--- src/rtl/dg_pkg.sv ---
package dg_pkg;
  typedef enum logic [2:0] {
    UC_PSEUDO = 3'd0,
    UC_FIX    = 3'd1,
    UC_LDST   = 3'd2,
    UC_FLT    = 3'd3,
    UC_VALU   = 3'd4,
    UC_VPERM  = 3'd5,
    UC_CREG   = 3'd6,
    UC_BRANCH = 3'd7
  } unit_e;

  typedef enum logic [1:0] {
    VD_CLEAR = 2'd0,
    VD_STALL = 2'd1,
    VD_PAD   = 2'd2
  } verdict_e;
endpackage

--- src/rtl/dg_rules.sv ---
module dg_rules
  import dg_pkg::*;
#(
  parameter int SLOTS     = 5,
  parameter int CR_SLOTS  = 2,
  parameter int CRACK_MAX = 2,
  parameter int CW        = 3
) (
  input  unit_e          unit,
  input  logic           first_only,
  input  logic           single,
  input  logic           cracked,
  input  logic           br_cnt,
  input  logic           ld_overlap,
  input  logic [CW-1:0]  used,
  input  logic           cnt_armed,
  output verdict_e       verdict
);
  localparam logic [CW-1:0] LAST_OPEN = CW'(SLOTS - 1);
  localparam logic [CW-1:0] CR_LIM    = CW'(CR_SLOTS);
  localparam logic [CW-1:0] CRK_LIM   = CW'(CRACK_MAX);

  logic slot_block;

  always_comb begin
    slot_block = 1'b0;
    if ((first_only || single) && used != '0) slot_block = 1'b1;
    if (cracked && used > CRK_LIM) slot_block = 1'b1;
    if (unit == UC_CREG) begin
      if (used >= CR_LIM) slot_block = 1'b1;
    end else if (unit != UC_BRANCH) begin
      if (used == LAST_OPEN) slot_block = 1'b1;
    end
  end

  always_comb begin
    if (unit == UC_PSEUDO)            verdict = VD_CLEAR;
    else if (slot_block)              verdict = VD_STALL;
    else if (cnt_armed && br_cnt)     verdict = VD_PAD;
    else if (ld_overlap)              verdict = VD_PAD;
    else                              verdict = VD_CLEAR;
  end
endmodule

--- src/rtl/dg_state.sv ---
module dg_state
  import dg_pkg::*;
#(
  parameter int SLOTS = 5,
  parameter int CW    = 3
) (
  input  logic          clk,
  input  logic          rst,
  input  logic          commit,
  input  logic          advance,
  input  unit_e         unit,
  input  logic          single,
  input  logic          cracked,
  input  logic          sets_cnt,
  output logic [CW-1:0] used,
  output logic          cnt_armed
);
  localparam logic [CW:0] FULL  = (CW+1)'(SLOTS);
  localparam logic [CW:0] CLOSE = (CW+1)'(SLOTS - 1);

  logic        real_commit;
  logic [CW:0] base;
  logic [CW:0] nxt;

  assign real_commit = commit && (unit != UC_PSEUDO);

  always_comb begin
    base = {1'b0, used};
    nxt  = base;
    if (real_commit) begin
      if (unit == UC_BRANCH || single) base = CLOSE;
      nxt = base + (CW+1)'(1) + {{CW{1'b0}}, cracked};
    end else if (advance) begin
      nxt = base + (CW+1)'(1);
    end
  end

  always_ff @(posedge clk) begin
    if (rst) begin
      used      <= '0;
      cnt_armed <= 1'b0;
    end else if (nxt >= FULL) begin
      used      <= '0;
      cnt_armed <= 1'b0;
    end else begin
      used <= nxt[CW-1:0];
      if (real_commit && sets_cnt) cnt_armed <= 1'b1;
    end
  end


  cnt_range_chk: assert property (@(posedge clk) disable iff (rst)
    used < CW'(SLOTS));


  adv_step_chk: assert property (@(posedge clk) disable iff (rst)
    (advance && !commit && used < CW'(SLOTS - 1)) |=> used == $past(used) + CW'(1));


  arm_clear_chk: assert property (@(posedge clk) disable iff (rst)
    (used == '0) |-> !cnt_armed);
endmodule

--- src/rtl/dgroup_tracker.sv ---
module dgroup_tracker
  import dg_pkg::*;
#(
  parameter int  GROUP_SLOTS = 5,
  parameter int  CR_SLOTS    = 2,
  parameter int  CRACK_MAX   = 2,
  localparam int CW          = $clog2(GROUP_SLOTS + 1)
) (
  input  logic          clk,
  input  logic          rst,
  input  logic [2:0]    cand_unit,
  input  logic          cand_first,
  input  logic          cand_single,
  input  logic          cand_cracked,
  input  logic          cand_sets_cnt,
  input  logic          cand_br_cnt,
  input  logic          cand_ld_overlap,
  input  logic          commit,
  input  logic          advance,
  output logic [1:0]    verdict,
  output logic [CW-1:0] slots_used
);
  unit_e         unit;
  verdict_e      vd;
  logic [CW-1:0] used;
  logic          armed;

  assign unit = unit_e'(cand_unit);

  dg_rules #(
    .SLOTS(GROUP_SLOTS), .CR_SLOTS(CR_SLOTS), .CRACK_MAX(CRACK_MAX), .CW(CW)
  ) u_rules (
    .unit(unit), .first_only(cand_first), .single(cand_single),
    .cracked(cand_cracked), .br_cnt(cand_br_cnt), .ld_overlap(cand_ld_overlap),
    .used(used), .cnt_armed(armed), .verdict(vd)
  );

  dg_state #(.SLOTS(GROUP_SLOTS), .CW(CW)) u_state (
    .clk(clk), .rst(rst), .commit(commit), .advance(advance),
    .unit(unit), .single(cand_single), .cracked(cand_cracked),
    .sets_cnt(cand_sets_cnt), .used(used), .cnt_armed(armed)
  );

  assign verdict    = vd;
  assign slots_used = used;


  excl_chk: assert property (@(posedge clk) disable iff (rst)
    !(commit && advance));


  fifth_slot_chk: assert property (@(posedge clk) disable iff (rst)
    (slots_used == CW'(GROUP_SLOTS - 1) && unit != UC_BRANCH && unit != UC_PSEUDO)
      |-> verdict == 2'd1);


  pseudo_hold_chk: assert property (@(posedge clk) disable iff (rst)
    (commit && unit == UC_PSEUDO) |=> $stable(slots_used));


  group_close_chk: assert property (@(posedge clk) disable iff (rst)
    (commit && (unit == UC_BRANCH || (cand_single && unit != UC_PSEUDO)))
      |=> slots_used == '0);
endmodule

--- config.mk ---
export PLATFORM = sky130hd
export DESIGN_NAME = dgroup_tracker
export DESIGN_NICKNAME = d
export VERILOG_FILES = /design/src/rtl/dg_pkg.sv /design/src/rtl/dg_rules.sv /design/src/rtl/dg_state.sv /design/src/rtl/dgroup_tracker.sv
export SDC_FILE = /design/constraint.sdc
export NUM_CORES = 1
export LEC_CHECK = 0
export ABC_AREA = 1
export ABC_CLOCK_PERIOD_IN_PS = 2200
export BUFFER_PORTS_ARGS = -buffer_cell sky130_fd_sc_hd__buf_2
export CAP_MARGIN = 20
export CORE_AREA = 2 2 39 41
export DETAILED_ROUTE_END_ITERATION = 10
export DIE_AREA = 0 0 41 43
export SLEW_MARGIN = 0
export SYNTH_ARGS = -nofsm -noshare
export SYNTH_HDL_FRONTEND = slang
export SYNTH_SLANG_ARGS = --single-unit
--- constraint.sdc ---
create_clock -name clk -period 2.2 [get_ports clk]
set_clock_uncertainty 0.1 [all_clocks]
set_input_delay 0.44 -clock clk [delete_from_list [all_inputs] [get_ports clk]]
set_output_delay 0.44 -clock clk [all_outputs]
set_load 0.05 [all_outputs]
==> results.txt, run 1 <==
Status = complete, no violations
M3 GR Usage = 3.141%
Yosys warns = 0
Most common cell after layout, fill and taps aside = nand2_1
MaxCap Viol Count = 0
Synthesis-stage register bit count = 4
Layout area overhead = 41.62%
Static Leakage = 0.3748 nW
Largest net degree at the start of global routing = 8
Most frequent cells in the layout = nand2_1, inv_1, buf_2
Starting density of the core = 33.45%
CTS clk-pin slew, worst paths = 40 ps
Antenna violations before repair = 0
Final Util = 47.38%
Syn nets = 97
Distinct cells, synth = 20
Reg2Reg Launch Point = u_state.used[0]
Worst slew pin tran = 339.3 ps
Power Dens Cells = 555.1 nW/um^2
DIE AREA = 1763 um^2
Hold slack = 468.0 ps
Final setup violating endpoints = 0
Clock latency on the worst-skew pair = 220 ps
Drt initial violations = 10
Worst setup EP type = output port
Period utilization = 95.95%
Hold WC Path Type = flop to flop
H-tree depth reported by CTS = 1
# diodes = 0
Nets = 122
Met2 GRT Util = 17.50%
Pre-antenna DRT Iters = 4
Core Region = 1384 um^2
Mean Syn Cell Area = 5.860 um^2
First-pass GRT wire length = 1552 um
Routed wire length per instance = 8.966 um
Min cycle time layout = 2111 ps
Critical path launch point type = flop
Worst VDD drop = 0.2764 mV
Slew HR = 77.28%
Mapped Area = 462.9 um^2
Mapped Cells = 79
Worst min-delay path startpoint = u_state.cnt_armed
Vias/cell = 4.390
Placer Congestion = 0.7482
Max clock buf depth = 2
CTS Hold Bufs = 0
Layout cells sized above 1 = 36.27%
Post-DP HPWL = 861.2 um
Max-slew violations = 0
Total GRT Usage = 12.74%
Post-synthesis sequential area ratio = 17.30%
Antenna Violating Nets Remaining = 0
I/O Buffers = 17
CTS buffer count = 3
# IOs = 18
Global route total overflow = 0
Crit path launch = u_state.used[0]
Worst Path Class, Setup = flop to output port
PnR Total Power = 0.3640 mW
Die Wd = 41 um
Vias in the first global route = 397
Filler Cell Count = 145
M1 GR Usage = 18.91%
Critical Path RT = 1660 ps
Final wirelength = 1058 um
Worst-path maximum fanout = 4
Via count = 518
CP arrival = 1570 ps
CTS tree = yes
Most used routing layer = met1
Sink Count = 4
Core Rows = 14
Drc violations = 0
Achievable Freq = 473.7 MHz
Vert. Die Dim = 43 um
Root buffer cell = clkbuf_4
Number of hold violations in the final report = 0
-- layout make-up --
cell class / count / area, um^2 / area share [%]
multi-input cells: 58 / 337.8 / 51.53
well taps: 16 / 20.02 / 3.053
repair buffers: 20 / 123.9 / 18.89
flip-flops and latches: 4 / 87.58 / 13.36
clock buffers: 3 / 22.52 / 3.435
inverters: 17 / 63.81 / 9.733
-- cells by family after synthesis --
group	after synthesis	synth area share, %
AO/OA/AOI/OAI	9	12.97
XOR/XNOR	1	1.892
flip-flops	4	17.30
adder cells (fa/ha/maj)	5	13.51
AND/OR/NAND/NOR	43	40.54
buffers and inverters	17	13.78
-- registers in the layout, indices dropped and copies added, names as in the netlist --
| register | cells |
|---|---|
| u_state.used | 3 |
| u_state.cnt_armed | 1 |
-- final timing paths --
check                      endpoint  slack, ps  cells after the start
hold / removal    u_state.cnt_armed        470                      3
setup reg to reg    u_state.used[0]        550                     12
setup / recovery         verdict[0]         90                      7
hold reg to reg   u_state.cnt_armed        470                      3
-- synth_stat cells --
cell type / number / area, um^2
a21boi_2: 1 / 11.26
inv_2: 1 / 3.750
nand3_1: 6 / 30.03
nor2_1: 10 / 37.54
nand2_1: 20 / 75.07
dfxtp_1: 4 / 80.08
ha_1: 5 / 62.56
and2_1: 1 / 6.260
o211ai_1: 1 / 7.510
nor2_2: 1 / 6.260
a21oi_1: 2 / 10.01
a31o_2: 1 / 8.760
nand4_1: 1 / 6.260
nand2_2: 3 / 18.77
o21ai_0: 2 / 10.01
o21bai_1: 1 / 7.510
nor3b_1: 1 / 7.510
inv_1: 16 / 60.06
xor2_1: 1 / 8.760
o21ai_1: 1 / 5.000
-- critical path, cell delays in order (launching register included) --
cell      delay [ps]
dfxtp_4          360
inv_2             50
ha_2             170
inv_1             60
o21ai_1           60
o211ai_1         310
and2_4           210
buf_8            140
-- per-layer routing --
metal	wire length [um]	vias up
li1	-	292
met1	493	217
met2	521	9
met3	43	0
met4	0	0
met5	0	-
-- stage by stage --
step                      std cells  instance area, um^2  worst slack (ps)  TNS, ps
after floorplan                  79                478.0             25.81        0
after global placement          112                583.1             211.7        0
after detailed placement        112                583.1             164.6        0
after CTS                       115                614.3            -3.578   -3.578
after global routing            118                655.6            -22.83   -22.83
final                           118                655.6             89.12        0
-- power breakdown --
| group | internal [mW] | leakage, nW | switching, mW | total, mW |
|---|---|---|---|---|
| registers | 0.0803 | 0.0341 | 0.00745 | 0.0878 |
| logic | 0.0779 | 0.327 | 0.113 | 0.191 |
| clock network | 0.0607 | 0.0138 | 0.0248 | 0.0855 |
-- repair_timing --
action / in CTS / in global routing
gates cloned: 0 / 0
resized for setup: 3 / 10
setup endpoints to repair: 2 / 2
pin swaps: 1 / 3
setup buffers: 0 / 3
Power figures use the tool's default switching activity.
==> run 2: changes to the inputs <==
- CELL_PAD_IN_SITES_DETAIL_PLACEMENT: default -> 2
- CELL_PAD_IN_SITES_GLOBAL_PLACEMENT: default -> 2
- CORE_AREA: 2 2 39 41 -> 2 2 42 60
- DIE_AREA: 0 0 41 43 -> 0 0 44 62
- PLACE_DENSITY_LB_ADDON: default -> 0.1
==> run 2 against run 1 <==
Effect of this change: final cell count rose by 5.1%; first-iteration DRC count fell by 90%; worst setup slack improved by 24 ps; total power rose by 1.8%; largest cell class unchanged; highest routed layer is now met4.
==> results.txt, run 2 (synthesis results as in run 1) <==
Top cell by count, worst path = nand2_1
Number of hold violations in the final report = 0 (unchanged)
Crit-path max cell delay = 360 ps (about the same)
Starting density of the core = 20.49% (was 33.45%)
Worst min-delay path startpoint = cand_sets_cnt (was u_state.cnt_armed)
Antenna Violating Nets Remaining = 0 (unchanged)
MaxCap Viol Count = 0 (unchanged)
Critical path launch point type = flop (unchanged)
CTS tree = yes (unchanged)
Global route total overflow = 0 (unchanged)
Slew HR = 78.55% (was 77.28%)
Seq pwr share = 23.5% (was 24.1%)
Biggest register = u_state.used (unchanged)
Combinational cell fraction of total power = 52.6% (was 52.4%)
Critical Path Slowest Stage Cell = dfxtp_4 (unchanged)
Clock latency on the worst-skew pair = 230 ps (was 220 ps)
Pre-antenna DRT Iters = 2 (was 4)
Pint = 0.2175 mW (was 0.2189 mW)
Static Leakage = 0.3704 nW (was 0.3748 nW)
Fin cells = 124 (was 118)
Most frequent cells in the layout = nand2_1, buf_2, inv_1 (was nand2_1, inv_1, buf_2)
Via count = 550 (was 518)
Die Wd = 44 um (was 41 um)
Post-DP HPWL = 1287 um (was 861.2 um)
First-pass GRT wire length = 2373 um (was 1552 um)
Largest net degree at the start of global routing = 8 (unchanged)
Hold WC Path Type = input pin to flop (was flop to flop)
Min cycle time layout = 2087 ps (was 2111 ps)
Sink Count = 4 (unchanged)
Achievable Freq = 479.1 MHz (was 473.7 MHz)
CP arrival = 1550 ps (was 1570 ps)
Core Region = 2260 um^2 (was 1384 um^2)
Final instance area = 660.6 um^2 (was 655.6 um^2)
CTS clk-pin slew, worst paths = 30 ps (was 40 ps)
RSZ-0062 raised after global routing = no
Nets = 121 (was 122)
# diodes = 0 (unchanged)
Net Sw Power = 0.1530 mW (was 0.1451 mW)
Core Rows = 21 (was 14)
Placed insts = 119 (was 112)
CP cell instances = inv_2 > ha_2 > nand2_1 > nand2_1 > o21ai_1 > o211ai_1 > nor3b_4 > buf_6 (was inv_2 > ha_2 > inv_1 > o21ai_1 > o211ai_1 > and2_4 > buf_8)
Placer Congestion = 0.7012 (was 0.7482)
Vert. Die Dim = 62 um (was 43 um)
Max reg flops = 3 (unchanged)
Drt initial violations = 1 (was 10)
Setup tns final = 0 ps (unchanged)
CTS buffer count = 3 (unchanged)
Max-slew violations = 0 (unchanged)
Worst slew pin tran = 320.3 ps (was 339.3 ps)
Final setup violating endpoints = 0 (unchanged)
Most common cell after layout, fill and taps aside = nand2_1 (unchanged)
Placed inst area = 591.8 um^2 (was 583.1 um^2)
Routed wire length per instance = 11.73 um (was 8.966 um)
Period utilization = 94.88% (was 95.95%)
Layout cells sized above 1 = 38.61% (was 36.27%)
Reg2Reg Launch Point = u_state.used[0] (unchanged)
Status = complete, no violations (unchanged)
Worst-path maximum fanout = 4 (unchanged)
Layout area overhead = 42.70% (was 41.62%)
Vias/cell = 4.435 (was 4.390)
Worst VDD drop = 0.2673 mV (was 0.2764 mV)
Root buffer cell = clkbuf_4 (unchanged)
Clock network power share = 23.9% (was 23.5%)
Worst setup EP type = output port (unchanged)
Critical Path RT = 1660 ps (about the same)
Switching portion of total power = 41.31% (was 39.86%)
Vias in the first global route = 533 (was 397)
Largest regs = u_state.used x3, u_state.cnt_armed x1 (unchanged)
# IOs = 18 (unchanged)
I/O Buffers = 17 (unchanged)
Power Dens Cells = 560.8 nW/um^2 (was 555.1 nW/um^2)
Total GRT Usage = 11.87% (was 12.74%)
Max clock buf depth = 2 (unchanged)
Antenna violations before repair = 0 (unchanged)
Drc violations = 0 (unchanged)
Crit path launch = u_state.used[1] (was u_state.used[0])
Final wirelength = 1455 um (was 1058 um)
Worst Path Class, Setup = flop to output port (unchanged)
H-tree depth reported by CTS = 1 (unchanged)
DIE AREA = 2728 um^2 (was 1763 um^2)
-- run 2: cell count changes in the layout (fill, tap and decap cells not counted) --
cell / delta
inv_1: -2
o21ai_2: +1
inv_2: +2
buf_4: -1
o21ai_1: -1
-- run 2: stage by stage --
| stage | power (mW) | hold slack (ps) | setup WS, ps | util (%) |
|---|---|---|---|---|
| after CTS | 0.3699 | 478.0 | 4.461 | 28.18 |
| after floorplan | 0.2089 | 429.0 | 25.81 | - |
| after detailed placement | 0.2580 | 488.8 | 124.1 | 26.19 |
| after global routing | 0.4026 | 512.1 | 3.040 | 29.24 |
| after global placement | 0.2548 | 454.9 | 130.8 | 26.19 |
| final | 0.3705 | 471.4 | 112.7 | 29.24 |
-- run 2: area by class of cell --
type	instances	area, um^2
clock buffers	3	22.52
well taps	23	28.78
repair buffers	19	116.4
fillers	308	1599
multi-input cells	58	341.6
flip-flops and latches	4	87.58
inverters	17	63.81
-- run 2: final timing paths --
check	to	slack (ps)	cells past startpoint
max reg2reg	u_state.used[1]	510	12
max	verdict[1]	110	8
min reg2reg	u_state.cnt_armed	470	3
min	u_state.cnt_armed	470	4
-- run 2: per-layer routing --
metal  GRT usage [%]  wire (um)  up-vias
met1           14.46        621      248
met4           2.597         17        0
met2           21.85        770       11
li1                -          -      289
met5               0          0        -
met3           1.734         46        2
-- run 2: repair_timing --
item	CTS	global route
resized for setup	10	6
setup buffers	0	2
gates cloned	0	0
hold buffers	0	0
pin swaps	2	4
setup endpoints to repair	2	2
-- run 2: critical path: cells and delay by family, from the launching register on --
| family | cells | cell delay (ps) |
|---|---|---|
| buf+inv | 2 | 220 |
| fa+ha+maj | 1 | 180 |
| simple gates | 3 | 320 |
| compound gates | 2 | 230 |
| flops | 1 | 360 |
-- run 2: power by group through the flow --
stage          clock network, mW  logic [mW]  registers [mW]
4_1_cts                   0.0938       0.184          0.0924
3_5_place_dp                   0       0.165          0.0932
3_3_place_gp                   0       0.161          0.0934
6_report                  0.0886       0.195          0.0870
5_1_grt                   0.0962       0.219          0.0878
2_1_floorplan                  0       0.103           0.106
==> run 3: changes to the inputs <==
- CTS_BUF_LIST: default -> sky130_fd_sc_hd__clkbuf_8 sky130_fd_sc_hd__clkbuf_16
- SETUP_SLACK_MARGIN: default -> 0.3
==> run 3 against run 2 <==
Effect of this change: die area stayed put; global-route usage is 0.22 points higher; hold slack worse by 17 ps; via count is 8.2% higher.
==> results.txt, run 3 (synthesis results as in run 1) <==
Root buffer cell = clkbuf_8 (was clkbuf_4)
Most frequent cells in the layout = nand2_1, buf_2, inv_1 (unchanged)
Drt initial violations = 2 (was 1)
Worst-path maximum fanout = 2 (was 4)
Seq pwr share = 19.3% (was 23.5%)
Biggest register = u_state.used (unchanged)
Status = complete, no violations (unchanged)
Layout cells sized above 1 = 50.48% (was 38.61%)
Hold WC Path Type = flop to flop (was input pin to flop)
CTS Hold Bufs = 0 (unchanged)
MaxCap Viol Count = 0 (unchanged)
Net Sw Power = 0.1779 mW (was 0.1530 mW)
Slew HR = 70.43% (was 78.55%)
Clock latency on the worst-skew pair = 220 ps (was 230 ps)
Worst slew pin tran = 441.6 ps (was 320.3 ps)
H-tree depth reported by CTS = 1 (unchanged)
Switching portion of total power = 38.02% (was 41.31%)
CTS clk-pin slew, worst paths = 30 ps (about the same)
Worst Path Class, Setup = flop to output port (unchanged)
Static Leakage = 0.4009 nW (was 0.3704 nW)
Starting density of the core = 20.49% (unchanged)
First-pass GRT wire length = 2394 um (was 2373 um)
CTS buffer count = 3 (unchanged)
Pre-antenna DRT Iters = 4 (was 2)
Most common cell after layout, fill and taps aside = nand2_1 (unchanged)
Placer Congestion = 0.7357 (was 0.7012)
Antenna violations before repair = 0 (unchanged)
Drc violations = 0 (unchanged)
Antenna Violating Nets Remaining = 0 (unchanged)
Layout area overhead = 63.78% (was 42.70%)
CTS tree = yes (unchanged)
Vert. Die Dim = 62 um (unchanged)
Routed wire length per instance = 12.42 um (was 11.73 um)
Via count = 595 (was 550)
Worst setup EP type = output port (unchanged)
Pint = 0.2900 mW (was 0.2175 mW)
Combinational cell fraction of total power = 47.7% (was 52.6%)
Core Region = 2260 um^2 (unchanged)
Global route total overflow = 0 (unchanged)
Achievable Freq = 464.9 MHz (was 479.1 MHz)
# diodes = 0 (unchanged)
RSZ-0062 raised after global routing = yes (was no)
Nets = 125 (was 121)
Setup tns final = 0 ps (unchanged)
DIE AREA = 2728 um^2 (unchanged)
Post-DP HPWL = 1288 um (was 1287 um)
Vias in the first global route = 549 (was 533)
Max reg flops = 3 (unchanged)
Clock network power share = 33.0% (was 23.9%)
Critical path launch point type = flop (unchanged)
Die Wd = 44 um (unchanged)
Period utilization = 97.77% (was 94.88%)
CP arrival = 1610 ps (was 1550 ps)
# IOs = 18 (unchanged)
Sink Count = 4 (unchanged)
Core Rows = 21 (unchanged)
Final Util = 33.55% (was 29.24%)
Vias/cell = 4.648 (was 4.435)
Max clock buf depth = 2 (unchanged)
Critical Path RT = 1660 ps (about the same)
Power Dens Cells = 617.1 nW/um^2 (was 560.8 nW/um^2)
Max-slew violations = 0 (unchanged)
Min cycle time layout = 2151 ps (was 2087 ps)
Number of hold violations in the final report = 0 (unchanged)
I/O Buffers = 17 (unchanged)
Filler Cell Count = 292 (was 308)
Final setup violating endpoints = 0 (unchanged)
Worst VDD drop = 0.4121 mV (was 0.2673 mV)
Largest net degree at the start of global routing = 8 (unchanged)
Largest regs = u_state.used x3, u_state.cnt_armed x1 (unchanged)
Total GRT Usage = 12.09% (was 11.87%)
Final wirelength = 1590 um (was 1455 um)
==> run 3: cell types whose count changed in the layout (fill, tap and decap cells not counted), moves of 2 or more <==
cell	previous run	this run
buf_4	2	7
clkbuf_4	3	0
inv_1	13	11
inv_4	0	2
nand2_1	20	15
nand2_2	3	8
clkbuf_8	0	3
ha_4	0	2
==> run 3: per-layer routing <==
layer	part of all wire (%)	track usage [%]	routed length [um]	up-vias
met5	0	0	0	-
met4	1.2	5.195	19	0
met3	1.1	0	18	2
met2	62	24.58	991	8
met1	35	12.85	561	288
li1	-	-	-	297
==> run 3: power groups by stage <==
stage          Sequential [mW]  Combinational (mW)  Clock [mW]
6_report                0.0903               0.223       0.154
5_1_grt                 0.0917               0.247       0.163
2_1_floorplan            0.109               0.111           0
3_5_place_dp            0.0965               0.175           0
4_1_cts                 0.0898               0.209       0.160
3_3_place_gp            0.0964               0.170           0
==> run 3: per-stage QoR <==
step | setup WS, ps | power [mW] | hold WS [ps] | instance area, um^2 | instances
2_1_floorplan | 170.3 | 0.2200 | 429.0 | 514.2 | 79
3_3_place_gp | 102.1 | 0.2666 | 447.6 | 628.1 | 119
3_5_place_dp | 92.01 | 0.2713 | 456.6 | 628.1 | 119
4_1_cts | 40.52 | 0.4582 | 464.7 | 709.4 | 125
5_1_grt | -1.385 | 0.5018 | 504.3 | 758.2 | 128
6_report | 49.17 | 0.4679 | 454.4 | 758.2 | 128
==> run 3: path summary, 6_finish.rpt <==
kind	start	end	slack (ps)	cells past startpoint
min	u_state.cnt_armed	u_state.cnt_armed	450	3
max	u_state.used[0]	verdict[0]	50	7
min reg2reg	u_state.cnt_armed	u_state.cnt_armed	450	3
max reg2reg	u_state.used[0]	u_state.used[1]	460	12
==> run 3: layout make-up <==
cell class,instances,area [um^2],share of cell area (%)
multi-input cells,58,381.6,50.33
repair buffers,23,148.9,19.64
inverters,17,68.82,9.076
flip-flops and latches,4,88.84,11.72
clock buffers,3,41.29,5.446
well taps,23,28.78,3.795
==> run 3: timing repair <==
action | in CTS | in global routing
endpoints found under the setup margin | 2 | 6
hold endpoints to repair | 0 | 0
buffers inserted | 3 | 3
resized for setup | 8 | 11
pin swaps | 3 | 11
==> run 3: worst max-delay path, cell delays in order (launching register included) <==
cell and delay (ps):
dfxtp_4 350, inv_4 40, ha_4 140, inv_2 50
o21ai_2 50, o211ai_1 380, and2_4 240, buf_8 140
